<file path="config.mk">
export PLATFORM = sky130hd
export DESIGN_NAME = interval_timer
export DESIGN_NICKNAME = d
export VERILOG_FILES = /design/src/rtl/pit_pkg.sv /design/src/rtl/pit_prescaler.sv /design/src/rtl/pit_counter.sv /design/src/rtl/pit_regs.sv /design/src/rtl/interval_timer.sv
export SDC_FILE = /design/constraint.sdc
export NUM_CORES = 1
export LEC_CHECK = 0
export ABC_CLOCK_PERIOD_IN_PS = 4800
export BUFFER_PORTS_ARGS = -buffer_cell sky130_fd_sc_hd__buf_2
export CAP_MARGIN = 20
export CORE_MARGIN = 1.5
export CORE_UTILIZATION = 30
export DETAILED_ROUTE_END_ITERATION = 12
export SYNTH_ARGS = -nofsm -noshare
export SYNTH_HDL_FRONTEND = slang
export SYNTH_SLANG_ARGS = --single-unit
</file>
<file path="constraint.sdc">
create_clock -name clk -period 4.8 [get_ports clk]
set_input_delay 0 -clock clk [delete_from_list [all_inputs] [get_ports clk]]
set_output_delay 0 -clock clk [all_outputs]
set_load 0.05 [all_outputs]
</file>
<file path="src/rtl/pit_pkg.sv">
package pit_pkg;
  typedef enum logic [1:0] {
    REG_CTRL = 2'd0,
    REG_STAT = 2'd1,
    REG_ACKV = 2'd2,
    REG_SNAP = 2'd3
  } reg_sel_e;

  localparam int RUN_BIT   = 24;
  localparam int IRQEN_BIT = 25;
endpackage

</file>
<file path="src/rtl/pit_prescaler.sv">
module pit_prescaler #(
  parameter int DIV = 16
) (
  input  logic clk,
  input  logic rst,
  output logic tick_o
);
  generate
    if (DIV < 2) begin : g_bypass
      assign tick_o = 1'b1;
    end else begin : g_div
      localparam int W = $clog2(DIV);
      logic [W-1:0] phase_q;

      assign tick_o = (phase_q == W'(DIV - 1));

      always_ff @(posedge clk) begin
        if (rst)         phase_q <= '0;
        else if (tick_o) phase_q <= '0;
        else             phase_q <= phase_q + 1'b1;
      end

      // a tick is never followed by another tick on the next cycle
      assert_tick_gap_R2: assert property (@(posedge clk) disable iff (rst)
        tick_o |=> !tick_o);
    end
  endgenerate
endmodule

</file>
<file path="src/rtl/pit_counter.sv">
module pit_counter #(
  parameter int CNT_W = 20,
  parameter int OVF_W = 12
) (
  input  logic             clk,
  input  logic             rst,
  input  logic             tick_i,
  input  logic             run_i,
  input  logic [CNT_W-1:0] limit_i,
  input  logic             clr_i,
  output logic [CNT_W-1:0] cnt_o,
  output logic [OVF_W-1:0] ovf_o,
  output logic             flag_o
);
  logic [CNT_W-1:0] cnt_q, held_lim_q, eff_lim;
  logic [OVF_W-1:0] ovf_q;
  logic             flag_q, active, wrap_ev;

  always_comb begin
    eff_lim = run_i ? limit_i : held_lim_q;
    active  = run_i || (cnt_q != '0);
    wrap_ev = tick_i && active && (cnt_q >= eff_lim);
  end

  always_ff @(posedge clk) begin
    if (rst) begin
      cnt_q      <= '0;
      held_lim_q <= '0;
      ovf_q      <= '0;
      flag_q     <= 1'b0;
    end else begin
      if (run_i) held_lim_q <= limit_i;
      if (tick_i && active) cnt_q <= wrap_ev ? '0 : cnt_q + 1'b1;
      if (clr_i)        ovf_q <= wrap_ev ? OVF_W'(1) : '0;
      else if (wrap_ev) ovf_q <= ovf_q + 1'b1;
      if (wrap_ev)      flag_q <= 1'b1;
      else if (clr_i)   flag_q <= 1'b0;
    end
  end

  assign cnt_o  = cnt_q;
  assign ovf_o  = ovf_q;
  assign flag_o = flag_q;

  // without a tick the count is frozen
  assert_cnt_still_R2: assert property (@(posedge clk) disable iff (rst)
    !tick_i |=> $stable(cnt_q));
  // a wrap leaves the count at zero with the flag raised
  assert_wrap_flag_R3: assert property (@(posedge clk) disable iff (rst)
    wrap_ev |=> (cnt_q == '0) && flag_q);
  // without a clear the overflow count only holds or steps by one
  assert_ovf_step_R3: assert property (@(posedge clk) disable iff (rst)
    !clr_i |=> (ovf_q == $past(ovf_q)) || (ovf_q == OVF_W'($past(ovf_q) + 1'b1)));
  // a clear without a wrap empties overflow count and flag
  assert_ack_clear_R5: assert property (@(posedge clk) disable iff (rst)
    (clr_i && !wrap_ev) |=> (ovf_q == '0) && !flag_q);
  // once parked at zero with run off, it stays parked
  assert_parked_R8: assert property (@(posedge clk) disable iff (rst)
    (!run_i && cnt_q == '0) |=> (cnt_q == '0));
endmodule

</file>
<file path="src/rtl/pit_regs.sv">
module pit_regs
  import pit_pkg::*;
#(
  parameter int CNT_W  = 20,
  parameter int OVF_W  = 12,
  parameter int ADDR_W = 4
) (
  input  logic                   clk,
  input  logic                   rst,
  input  logic                   sel_i,
  input  logic                   wr_i,
  input  logic [ADDR_W-1:0]      addr_i,
  input  logic [CNT_W+OVF_W-1:0] wdata_i,
  input  logic [CNT_W-1:0]       cnt_i,
  input  logic [OVF_W-1:0]       ovf_i,
  input  logic                   flag_i,
  output logic [CNT_W+OVF_W-1:0] rdata_o,
  output logic                   run_o,
  output logic                   irqen_o,
  output logic [CNT_W-1:0]       limit_o,
  output logic                   clr_o
);
  localparam int DW = CNT_W + OVF_W;

  reg_sel_e         rsel;
  logic             rd_stb, wr_ctrl;
  logic [CNT_W-1:0] limit_q;
  logic             run_q, irqen_q;
  logic [DW-1:0]    ctrl_word, rd_mux, rdata_q;

  always_comb begin
    rsel    = reg_sel_e'(addr_i[3:2]);
    rd_stb  = sel_i && !wr_i;
    wr_ctrl = sel_i && wr_i && (rsel == REG_CTRL);
    ctrl_word = '0;
    ctrl_word[CNT_W-1:0] = limit_q;
    ctrl_word[RUN_BIT]   = run_q;
    ctrl_word[IRQEN_BIT] = irqen_q;
    case (rsel)
      REG_CTRL: rd_mux = ctrl_word;
      REG_STAT: rd_mux = DW'(flag_i);
      default:  rd_mux = {ovf_i, cnt_i};
    endcase
  end

  always_ff @(posedge clk) begin
    if (rst) begin
      limit_q <= '0;
      run_q   <= 1'b0;
      irqen_q <= 1'b0;
      rdata_q <= '0;
    end else begin
      if (wr_ctrl) begin
        limit_q <= wdata_i[CNT_W-1:0];
        run_q   <= wdata_i[RUN_BIT];
        irqen_q <= wdata_i[IRQEN_BIT];
      end
      if (rd_stb) rdata_q <= rd_mux;
    end
  end

  assign rdata_o = rdata_q;
  assign run_o   = run_q;
  assign irqen_o = irqen_q;
  assign limit_o = limit_q;
  assign clr_o   = rd_stb && (rsel == REG_ACKV);

  // read data holds between reads
  assert_rdata_hold_R11: assert property (@(posedge clk) disable iff (rst)
    !(sel_i && !wr_i) |=> $stable(rdata_q));
  // the control word changes only on a write
  assert_ctrl_hold_R10: assert property (@(posedge clk) disable iff (rst)
    !(sel_i && wr_i) |=> $stable(limit_q) && $stable(run_q) && $stable(irqen_q));
endmodule

</file>
<file path="src/rtl/interval_timer.sv">
module interval_timer #(
  parameter int CNT_W     = 20,
  parameter int OVF_W     = 12,
  parameter int PRESC_DIV = 16,
  parameter int ADDR_W    = 4
) (
  input  logic                   clk,
  input  logic                   rst,
  input  logic                   bus_sel,
  input  logic                   bus_wr,
  input  logic [ADDR_W-1:0]      bus_addr,
  input  logic [CNT_W+OVF_W-1:0] bus_wdata,
  output logic [CNT_W+OVF_W-1:0] bus_rdata,
  output logic                   irq
);
  logic             tick, run, irqen, clr, flag;
  logic [CNT_W-1:0] limit, cnt;
  logic [OVF_W-1:0] ovf;

  pit_prescaler #(.DIV(PRESC_DIV)) u_presc (
    .clk(clk), .rst(rst), .tick_o(tick)
  );

  pit_counter #(.CNT_W(CNT_W), .OVF_W(OVF_W)) u_cnt (
    .clk(clk), .rst(rst), .tick_i(tick), .run_i(run), .limit_i(limit),
    .clr_i(clr), .cnt_o(cnt), .ovf_o(ovf), .flag_o(flag)
  );

  pit_regs #(.CNT_W(CNT_W), .OVF_W(OVF_W), .ADDR_W(ADDR_W)) u_regs (
    .clk(clk), .rst(rst), .sel_i(bus_sel), .wr_i(bus_wr), .addr_i(bus_addr),
    .wdata_i(bus_wdata), .cnt_i(cnt), .ovf_i(ovf), .flag_i(flag),
    .rdata_o(bus_rdata), .run_o(run), .irqen_o(irqen), .limit_o(limit),
    .clr_o(clr)
  );

  assign irq = flag && irqen;

  // with interrupts disabled the line stays low
  assert_irq_gate_R9: assert property (@(posedge clk) disable iff (rst)
    !irqen |-> !irq);
endmodule

</file>
==> implementation parameters, run 1 <==
Parameter                              Value

STA
  TNS Setup ... 0 ns
  Count of final setup violators ... 0
  Share of the clock period used by the worst path after layout ... 67.7%
  Minimum clock period ... 3.25 ns
  Setup repair after global routing missed its margin ... false
  Slew Viols, Final ... 0
  Slew HR ... 31.2%
  Clock Skews ... 0.00794 ns
  Final hold violations ... 0
  Top achievable clock speed ... 0.308 GHz
  Final setup margin ... 1.55 ns
  Worst-Margin Slew ... 1.03 ns

Critical path
  Startpoint Class ... flop
  Arrival time worst endpoint ... 3.46 ns
  Critical path type ... reg2reg
  Kind of end point of the critical path ... flop
  Crit path max fanout ... 23
  Critical Path Slowest Stage Cell ... a21o_1
  Cells traversed along the worst timing path ... buf_4, mux2i_1, ha_1, nand4_2, or4_4, o221ai_1, a21o_1, nor2_1
  Maximum cell stage delay along the critical path ... 0.62 ns
  Required @ worst endpoint ... 5.01 ns
  Register-to-Register Setup Slack ... 1.55 ns

Run status
  Result of the run ... complete, no violations

Cells and area
  Commonest cells after routing, fill and taps aside ... 111 x dfxtp_1, 79 x nand2_1, 71 x nor2_1, 60 x buf_2, 55 x a21oi_1
  Area Growth Syn to Fin ... 19.3%
  Inserted Diodes ... 0
  Commonest non-fill, non-tap cell in the layout ... dfxtp_1
  Share of final-layout standard cells stronger than drive strength 1 ... 13.6%
  Fillcell total ... 1712
  Number of nets in the finished design ... 715

Routing
  Number of vias per cell ... 4.84
  Final routed wire length divided by cell count ... 13.6 um
  Overall via count from detail_route ... 4239
  Number of DRC markers in iteration 0 ... 221
  Antenna-violating nets left ... 0
  Pre-antenna DRT Iters ... 5
  Number of remaining DRC errors ... 0
  Total length of routed wires ... 11900 um

Synth
  Compound-Gate Fraction of Synth Area ... 12.4%
  Post-synthesis cell type with the largest combined area ... dfxtp_1
  Main combinational cell family by area after synthesis ... simple AND/OR/NAND/NOR gates
  Post-synth ARST share ... 0%
  Post-Syn Area per Cell ... 8.50 um^2
  Net Count, Synth ... 660
  Post-synthesis cell count ... 596
  Yosys warns ... 0
  Number of distinct library cells after synthesis ... 44
  Area contributors post-synth ... dfxtp_1 44%, ha_1 5.9%, nand2_1 5.9%
  Proportion of synthesized area in mux cells ... 4.77%
  Parity-gate share of the synthesized area counting xor and xnor cells ... 3.28%
  Seq cells post-synth ... 111
  Post-synth EDFFs ... 0
  Cell Area, Synth ... 5070 um^2
  Fraction of post-synthesis cell area in the top cell type by area ... 43.9%
  Share of synthesized area occupied by flip-flops and latches ... 43.9%
  Share of synthesized cell area in full adder, half adder and majority cells ... 5.93%
  Share of synthesized cell area in and, or, nand and nor gates ... 26.0%
  Top_reg_cell synth ... dfxtp_1

Power
  Leak ... 2.20 nW
  Internal power consumption ... 1.41 mW
  Clock share of power ... 41.0%
  Largest vdd supply drop ... 152 uV
  Combinational power share ... 8.4%
  Sequential cell fraction of total power ... 50.7%
  Switching power share of the total ... 24.6%
  P_sw ... 0.460 mW
  Power per cell area ... 309 nW/um^2

Clock tree
  TritonCTS buffer count ... 9
  # resized after CTS ... 0
  Hold bufs inserted after CTS ... 22
  Clock latency of the later-clocked register in the worst-skew pair ... 0.35 ns
  CTS sink cnt ... 111
  H-Tree Level Count ... 3
  TritonCTS clock tree ... built
  Register clock-pin slew on the reported worst setup and hold paths ... 0.07 ns
  Clock tree root buffer cell ... clkbuf_16
  Count of buffers added by post-CTS timing repair for setup ... 0
  Maximum root-to-sink buffer count ... 2

Die
  Row count ... 47
  Core Box Area ... 16500 um^2
  Starting density of the core ... 30.7%
  Die area ... 17700 um^2
  Width of the die ... 133 um
  Num ports ... 73
  Die height ... 133 um

Placement
  Final weighted congestion of routability-driven global placement ... 0.738
  HPWL after detailed placement ... 7920 um
  Post-placement setup slack ... 1.55 ns
  PortBufs ... 60

Global routing
  All-Layer GR Usage ... 13.8%
  Wire length of the first global-routing pass ... 19800 um
  Vias in the first global route ... 3840
  Pin count of the biggest net entering global routing ... 85
  Antenna violations before repair ... 0
  GRT Residual Overflow ... 0

Run
  Max-cap violations ... 0

Min path
  Kind of path behind the tightest hold check ... in2reg
registers in the layout, indices dropped and copies added, names as in the netlist:
name / count
u_regs.rdata_o: 32
u_presc.g_div.phase_q: 4
u_cnt.cnt_o: 20
u_cnt.held_lim_q: 20
u_cnt.flag_o: 1
u_regs.irqen_o: 1
u_cnt.ovf_o: 12
u_regs.limit_o: 20
u_regs.run_o: 1
worst paths after layout:
kind / startpoint / end / depth (start not counted)
min: bus_sel / u_regs.rdata_o[31]$_SDFFE_PP0P_ / 5
min reg2reg: u_regs.rdata_o[21]$_SDFFE_PP0P_ / u_regs.rdata_o[21]$_SDFFE_PP0P_ / 2
max reg2reg: u_regs.run_o$_SDFFE_PP0P_ / u_cnt.cnt_o[6]$_SDFFE_PP0P_ / 8
max: u_regs.run_o$_SDFFE_PP0P_ / u_cnt.cnt_o[6]$_SDFFE_PP0P_ / 8
layout make-up:
cell class | count | area, um^2 | share of cell area [%]
Tap cell | 220 | 275 | 4.55
Clock inverter | 6 | 70.1 | 1.16
Inverter | 6 | 22.5 | 0.373
Timing Repair Buffer | 87 | 558 | 9.23
Multi-Input combinational cell | 436 | 2660 | 44.0
Sequential cell | 111 | 2220 | 36.8
Clock buffer | 10 | 239 | 3.95
critical path, delay by kind of cell, from the launching register on:
family / cells / cell delay (ns)
and+or+nand+nor: 3 / 0.85
adders and majority gates: 1 / 0.34
AOI/OAI and AO/OA: 2 / 1.05
DFF: 1 / 0.31
muxes: 1 / 0.18
buffers and inverters: 1 / 0.37
cell families (layout without fill, tap and decap cells):
logic type | after synthesis | count (layout)
simple gates | 266 | 266
flops | 111 | 111
compound gates | 103 | 103
buf+inv | 49 | 109
fa+ha+maj | 24 | 24
mux | 24 | 24
xor+xnor | 19 | 19
synth_stat cells (6+ instances only):
cell type,n
nand2_1,79
ha_1,24
or4_1,7
nand3_1,21
nand4_1,11
o21ai_0,8
o31ai_1,7
xor2_1,14
a211oi_1,22
mux2i_1,23
nor3b_1,23
dfxtp_1,111
clkbuf_1,35
a21oi_1,55
nor3_1,25
nor2_1,71
inv_1,6
power groups by stage:
stage / combinational (mW) / sequential (mW) / clock (mW)
finish: 0.156 / 0.947 / 0.765
global route: 0.170 / 0.949 / 0.823
CTS: 0.158 / 0.947 / 0.790
detailed placement: 0.144 / 0.968 / 0
global placement: 0.144 / 0.968 / 0
floorplan: 0.0683 / 1.00 / 0
routing by layer:
| metal | track usage [%] | wire length [um] | part of all wire [%] |
|---|---|---|---|
| met5 | 0 | 0 | 0 |
| met4 | 3.30 | 94 | 0.79 |
| met3 | 2.80 | 571 | 4.8 |
| met2 | 20.3 | 5000 | 42 |
| met1 | 20.6 | 6260 | 52 |
metrics by stage:
| stage | power [mW] | area [um^2] | hold slack, ns | util [%] | std cells |
|---|---|---|---|---|---|
| final | 1.87 | 6040 | 0.266 | 36.6 | 876 |
| after global routing | 1.94 | 6040 | 0.317 | 36.6 | 876 |
| after CTS | 1.89 | 6040 | 0.259 | 36.6 | 876 |
| after detailed placement | 1.11 | 5510 | 0.249 | 33.4 | 838 |
| after global placement | 1.11 | 5510 | 0.248 | 33.4 | 838 |
| after floorplan | 1.07 | 5070 | 0.136 | - | 596 |
Note: power is estimated with default switching activity, not from simulation.
==> run 2, diff against run 1 <==
ABC_AREA = 1   (was default)
ABC_CLOCK_PERIOD_IN_PS = 3100   (was 4800)
clock period = 3.1 ns   (was 4.8 ns; I/O delays follow)
==> run 2 against run 1 <==
Effect of this change:
- area after synthesis is 5.2% higher
- fmax is 29% higher
- global-route usage up 0.68 points
- utilization down 0.16 points
- highest routed layer unchanged
- critical endpoint is now u_cnt.cnt_o[7]$_SDFFE_PP0P_
==> implementation parameters, run 2 <==
Parameter                              Value

Synth
  Net Count, Synth ... 777 (+18%)
  Main combinational cell family by area after synthesis ... simple AND/OR/NAND/NOR gates
  Share of synthesized cell area in and, or, nand and nor gates ... 26.4% (+0.40 points)
  Share of synthesized cell area in full adder, half adder and majority cells ... 5.63% (-0.29 points)
  Proportion of synthesized area in mux cells ... 3.57% (-1.2 points)
  Compound-Gate Fraction of Synth Area ... 13.7% (+1.3 points)
  Share of synthesized area occupied by flip-flops and latches ... 41.7% (-2.2 points)
  Count leader, synth ... nor2_1
  Post-synthesis cell type with the largest combined area ... dfxtp_1
  Cell Area, Synth ... 5330 um^2 (+5.2%)
  Area contributors post-synth ... dfxtp_1 42%, nor2_1 8.8%, nand2_1 8.7%
  Post-Syn Area per Cell ... 7.48 um^2 (-12%)
  Most common library cells after synthesis ... 125 x nor2_1, 123 x nand2_1, 111 x dfxtp_1, 64 x a21oi_1, 56 x inv_1
  Seq cells post-synth ... 111 (unchanged)
  Post-synth ARST share ... 0% (unchanged)
  Fraction of post-synthesis cell area in the top cell type by area ... 41.7% (-2.2 points)
  Top_reg_cell synth ... dfxtp_1
  Parity-gate share of the synthesized area counting xor and xnor cells ... 1.15% (-2.1 points)
  Number of distinct library cells after synthesis ... 41 (-6.8%)
  Post-synth EDFFs ... 0 (unchanged)
  Post-synthesis cell count ... 713 (+20%)
  Yosys warns ... 0 (unchanged)

Critical path
  Critical path type ... reg2reg
  Required @ worst endpoint ... 3.38 ns (-1.63 ns)
  Startpoint Class ... flop
  Crit path max fanout ... 23 (unchanged)
  Kind of end point of the critical path ... flop
  Arrival time worst endpoint ... 2.79 ns (-0.67 ns)

Placement
  Final weighted congestion of routability-driven global placement ... 0.783 (+6.1%)
  Post-Place Cell Area ... 5800 um^2 (+5.2%)
  HPWL after detailed placement ... 9040 um (+14%)
  PortBufs ... 60 (unchanged)

Global routing
  Met1 layer usage reported by global route ... 20.7% (+0.056 points)
  Wire length of the first global-routing pass ... 21200 um (+7.2%)
  Busiest layer in global routing ... met2
  Global Route met2 Usage ... 22.1% (+1.8 points)
  Vias in the first global route ... 4199 (+9.3%)
  GRT Residual Overflow ... 0 (unchanged)
  Pin count of the biggest net entering global routing ... 56 (-34%)
  All-Layer GR Usage ... 14.5% (+0.68 points)
  Antenna violations before repair ... 0 (unchanged)
  Met3 track utilization from global routing ... 3.21% (+0.41 points)

Routing
  Pre-antenna DRT Iters ... 4 (-1)
  Number of remaining DRC errors ... 0 (unchanged)
  Overall via count from detail_route ... 4611 (+8.8%)
  Final routed wire length divided by cell count ... 13.1 um (-4.1%)
  Antenna-violating nets left ... 0 (unchanged)
  Number of vias per cell ... 4.57 (-5.6%)
  Number of DRC markers in iteration 0 ... 302 (+37%)
  Total length of routed wires ... 13200 um (+10%)

Power
  Power per cell area ... 466 nW/um^2 (+51%)
  Combinational power share ... 8.8% (+0.4 points)
  Total power draw ... 2.94 mW (+58%)
  Largest vdd supply drop ... 292 uV (+92%)
  Leak ... 2.75 nW (+25%)
  Clock share of power ... 41.1% (about the same)
  Switching power share of the total ... 24.0% (-0.65 points)
  Sequential cell fraction of total power ... 50.1% (-0.6 points)
  Internal power consumption ... 2.24 mW (+59%)
  P_sw ... 0.705 mW (+53%)

Clock tree
  Register clock-pin slew on the reported worst setup and hold paths ... 0.07 ns (about the same)
  Clock tree root buffer cell ... clkbuf_16
  Count of buffers added by post-CTS timing repair for setup ... 0 (unchanged)
  H-Tree Level Count ... 3 (unchanged)
  TritonCTS buffer count ... 9 (unchanged)
  CTS sink cnt ... 111 (unchanged)
  TritonCTS clock tree ... built
  Clock latency of the later-clocked register in the worst-skew pair ... 0.35 ns (about the same)
  Maximum root-to-sink buffer count ... 2 (unchanged)

Die
  Row count ... 48 (+2.1%)
  Starting density of the core ... 30.7% (+0.059 points)
  Die area ... 18600 um^2 (+5.1%)
  Die height ... 136 um (+2.5%)
  Num ports ... 73 (unchanged)
  Width of the die ... 136 um (+2.5%)
  Core Box Area ... 17400 um^2 (+5.0%)

STA
  Clock Skews ... 0.00790 ns (-0.0000395 ns)
  TNS Setup ... 0 ns (unchanged)
  Top achievable clock speed ... 0.398 GHz (+29%)
  Setup repair after global routing missed its margin ... false
  Minimum clock period ... 2.51 ns (-0.738 ns)
  Share of the clock period used by the worst path after layout ... 81.0% (+13 points)
  Slew HR ... 54.3% (+23 points)
  Worst-Margin Slew ... 0.685 ns (-0.344 ns)
  Slew Viols, Final ... 0 (unchanged)
  Final hold violations ... 0 (unchanged)
  Count of final setup violators ... 0 (unchanged)

Cells and area
  Commonest cells after routing, fill and taps aside ... 125 x nor2_1, 123 x nand2_1, 111 x dfxtp_1, 64 x a21oi_1, 60 x buf_2
  Area of combinational cells with multiple inputs ... 2690 um^2 (+1.2%)
  Finished Cell Area ... 6320 um^2 (+4.6%)
  Flip-flop count of the largest register, all copies and words added ... 32 (unchanged)
  Commonest non-fill, non-tap cell in the layout ... nor2_1
  Inserted Diodes ... 0 (unchanged)
  Number of nets in the finished design ... 845 (+18%)
  Area Growth Syn to Fin ... 18.5%
  Fillcell total ... 1810 (+5.7%)
  Share of final-layout standard cells stronger than drive strength 1 ... 13.6% (+0.081 points)
  Reg area ... 2220 um^2 (unchanged)

Run status
  Result of the run ... complete, no violations

Run
  Max-cap violations ... 0 (unchanged)

Min path
  Kind of path behind the tightest hold check ... in2reg
## run 2: cell count changes in the layout (fill, tap and decap cells not counted), sizes merged, moves of 8 or more
cell / before / now
a211oi: 22 / 0
a21oi: 55 / 64
a22oi: 1 / 9
inv: 6 / 58
nand2: 79 / 126
nand3: 21 / 31
nor2: 71 / 135
nor3: 25 / 10
nor3b: 23 / 2
o21ai: 9 / 55
or4: 8 / 0
xor2: 14 / 5
## run 2: area by class of cell
| class | count | area share [%] |
|---|---|---|
| timing repair buffer | 93 | 9.54 |
| sequential | 111 | 35.2 |
| clock buffer | 10 | 3.62 |
| tap | 225 | 4.45 |
| inverter | 59 | 3.54 |
| multi-input combinational | 507 | 42.5 |
| clock inverter | 4 | 1.15 |
## run 2: critical path, stage by stage, from the launching register on
cell,delay (ns)
dfxtp_1,0.33
buf_4,0.30
mux2i_1,0.27
ha_1,0.27
nand2_1,0.10
inv_1,0.04
nand2_1,0.06
nand2_1,0.05
a21oi_1,0.17
nand4_2,0.25
nand2_8,0.23
nand2_4,0.13
nor3_1,0.20
## run 2: kinds of logic after synthesis
group | count (synthesis)
AO/OA/AOI/OAI | 137
AND/OR/NAND/NOR | 320
adder cells (fa/ha/maj) | 24
multiplexers | 19
XOR/XNOR | 7
buffers and inverters | 95
flip-flops | 111
## run 2: metrics by stage
| stage | hold slack (ns) | setup slack (ns) | cells | util, % |
|---|---|---|---|---|
| 6_report | 0.0187 | 0.590 | 1009 | 36.4 |
| 5_1_grt | 0.0378 | 0.429 | 1009 | 36.4 |
| 4_1_cts | 0.0151 | 0.587 | 1009 | 36.4 |
| 3_5_place_dp | 0.255 | 0.601 | 973 | 33.4 |
| 3_3_place_gp | 0.253 | 0.613 | 973 | 33.4 |
| 2_1_floorplan | 0.166 | 0.884 | 713 | - |
## run 2: path summary, 6_finish.rpt
kind / startpoint / end / slack (ns) / cells after the start
worst max-delay path: u_regs.run_o$_SDFFE_PP0P_ / u_cnt.cnt_o[7]$_SDFFE_PP0P_ / 0.59 / 12
worst min-delay path: rst / u_regs.rdata_o[22]$_SDFFE_PP0P_ / 0.02 / 2
worst max register to register: u_regs.run_o$_SDFFE_PP0P_ / u_cnt.cnt_o[7]$_SDFFE_PP0P_ / 0.59 / 12
worst min register to register: u_presc.g_div.phase_q[0]$_SDFF_PP0_ / u_presc.g_div.phase_q[0]$_SDFF_PP0_ / 0.45 / 1
## run 2: metal layers
metal	vias up	routed length [um]
met3	6	718
met2	82	5620
li1	2472	-
met4	0	97
met5	-	0
met1	2051	6730
## run 2: what timing repair did
item,CTS,global route
resized for setup,0,0
endpoints found under the hold margin,22,0
hold buffers,22,0
## run 2: power groups by stage
stage                     logic (mW)  clock network [mW]  registers [mW]
after detailed placement       0.238                   0            1.51
final                          0.258                1.21            1.48
after global placement         0.236                   0            1.51
after global routing           0.283                1.29            1.48
after floorplan                0.109                   0            1.56
after CTS                      0.259                1.24            1.48
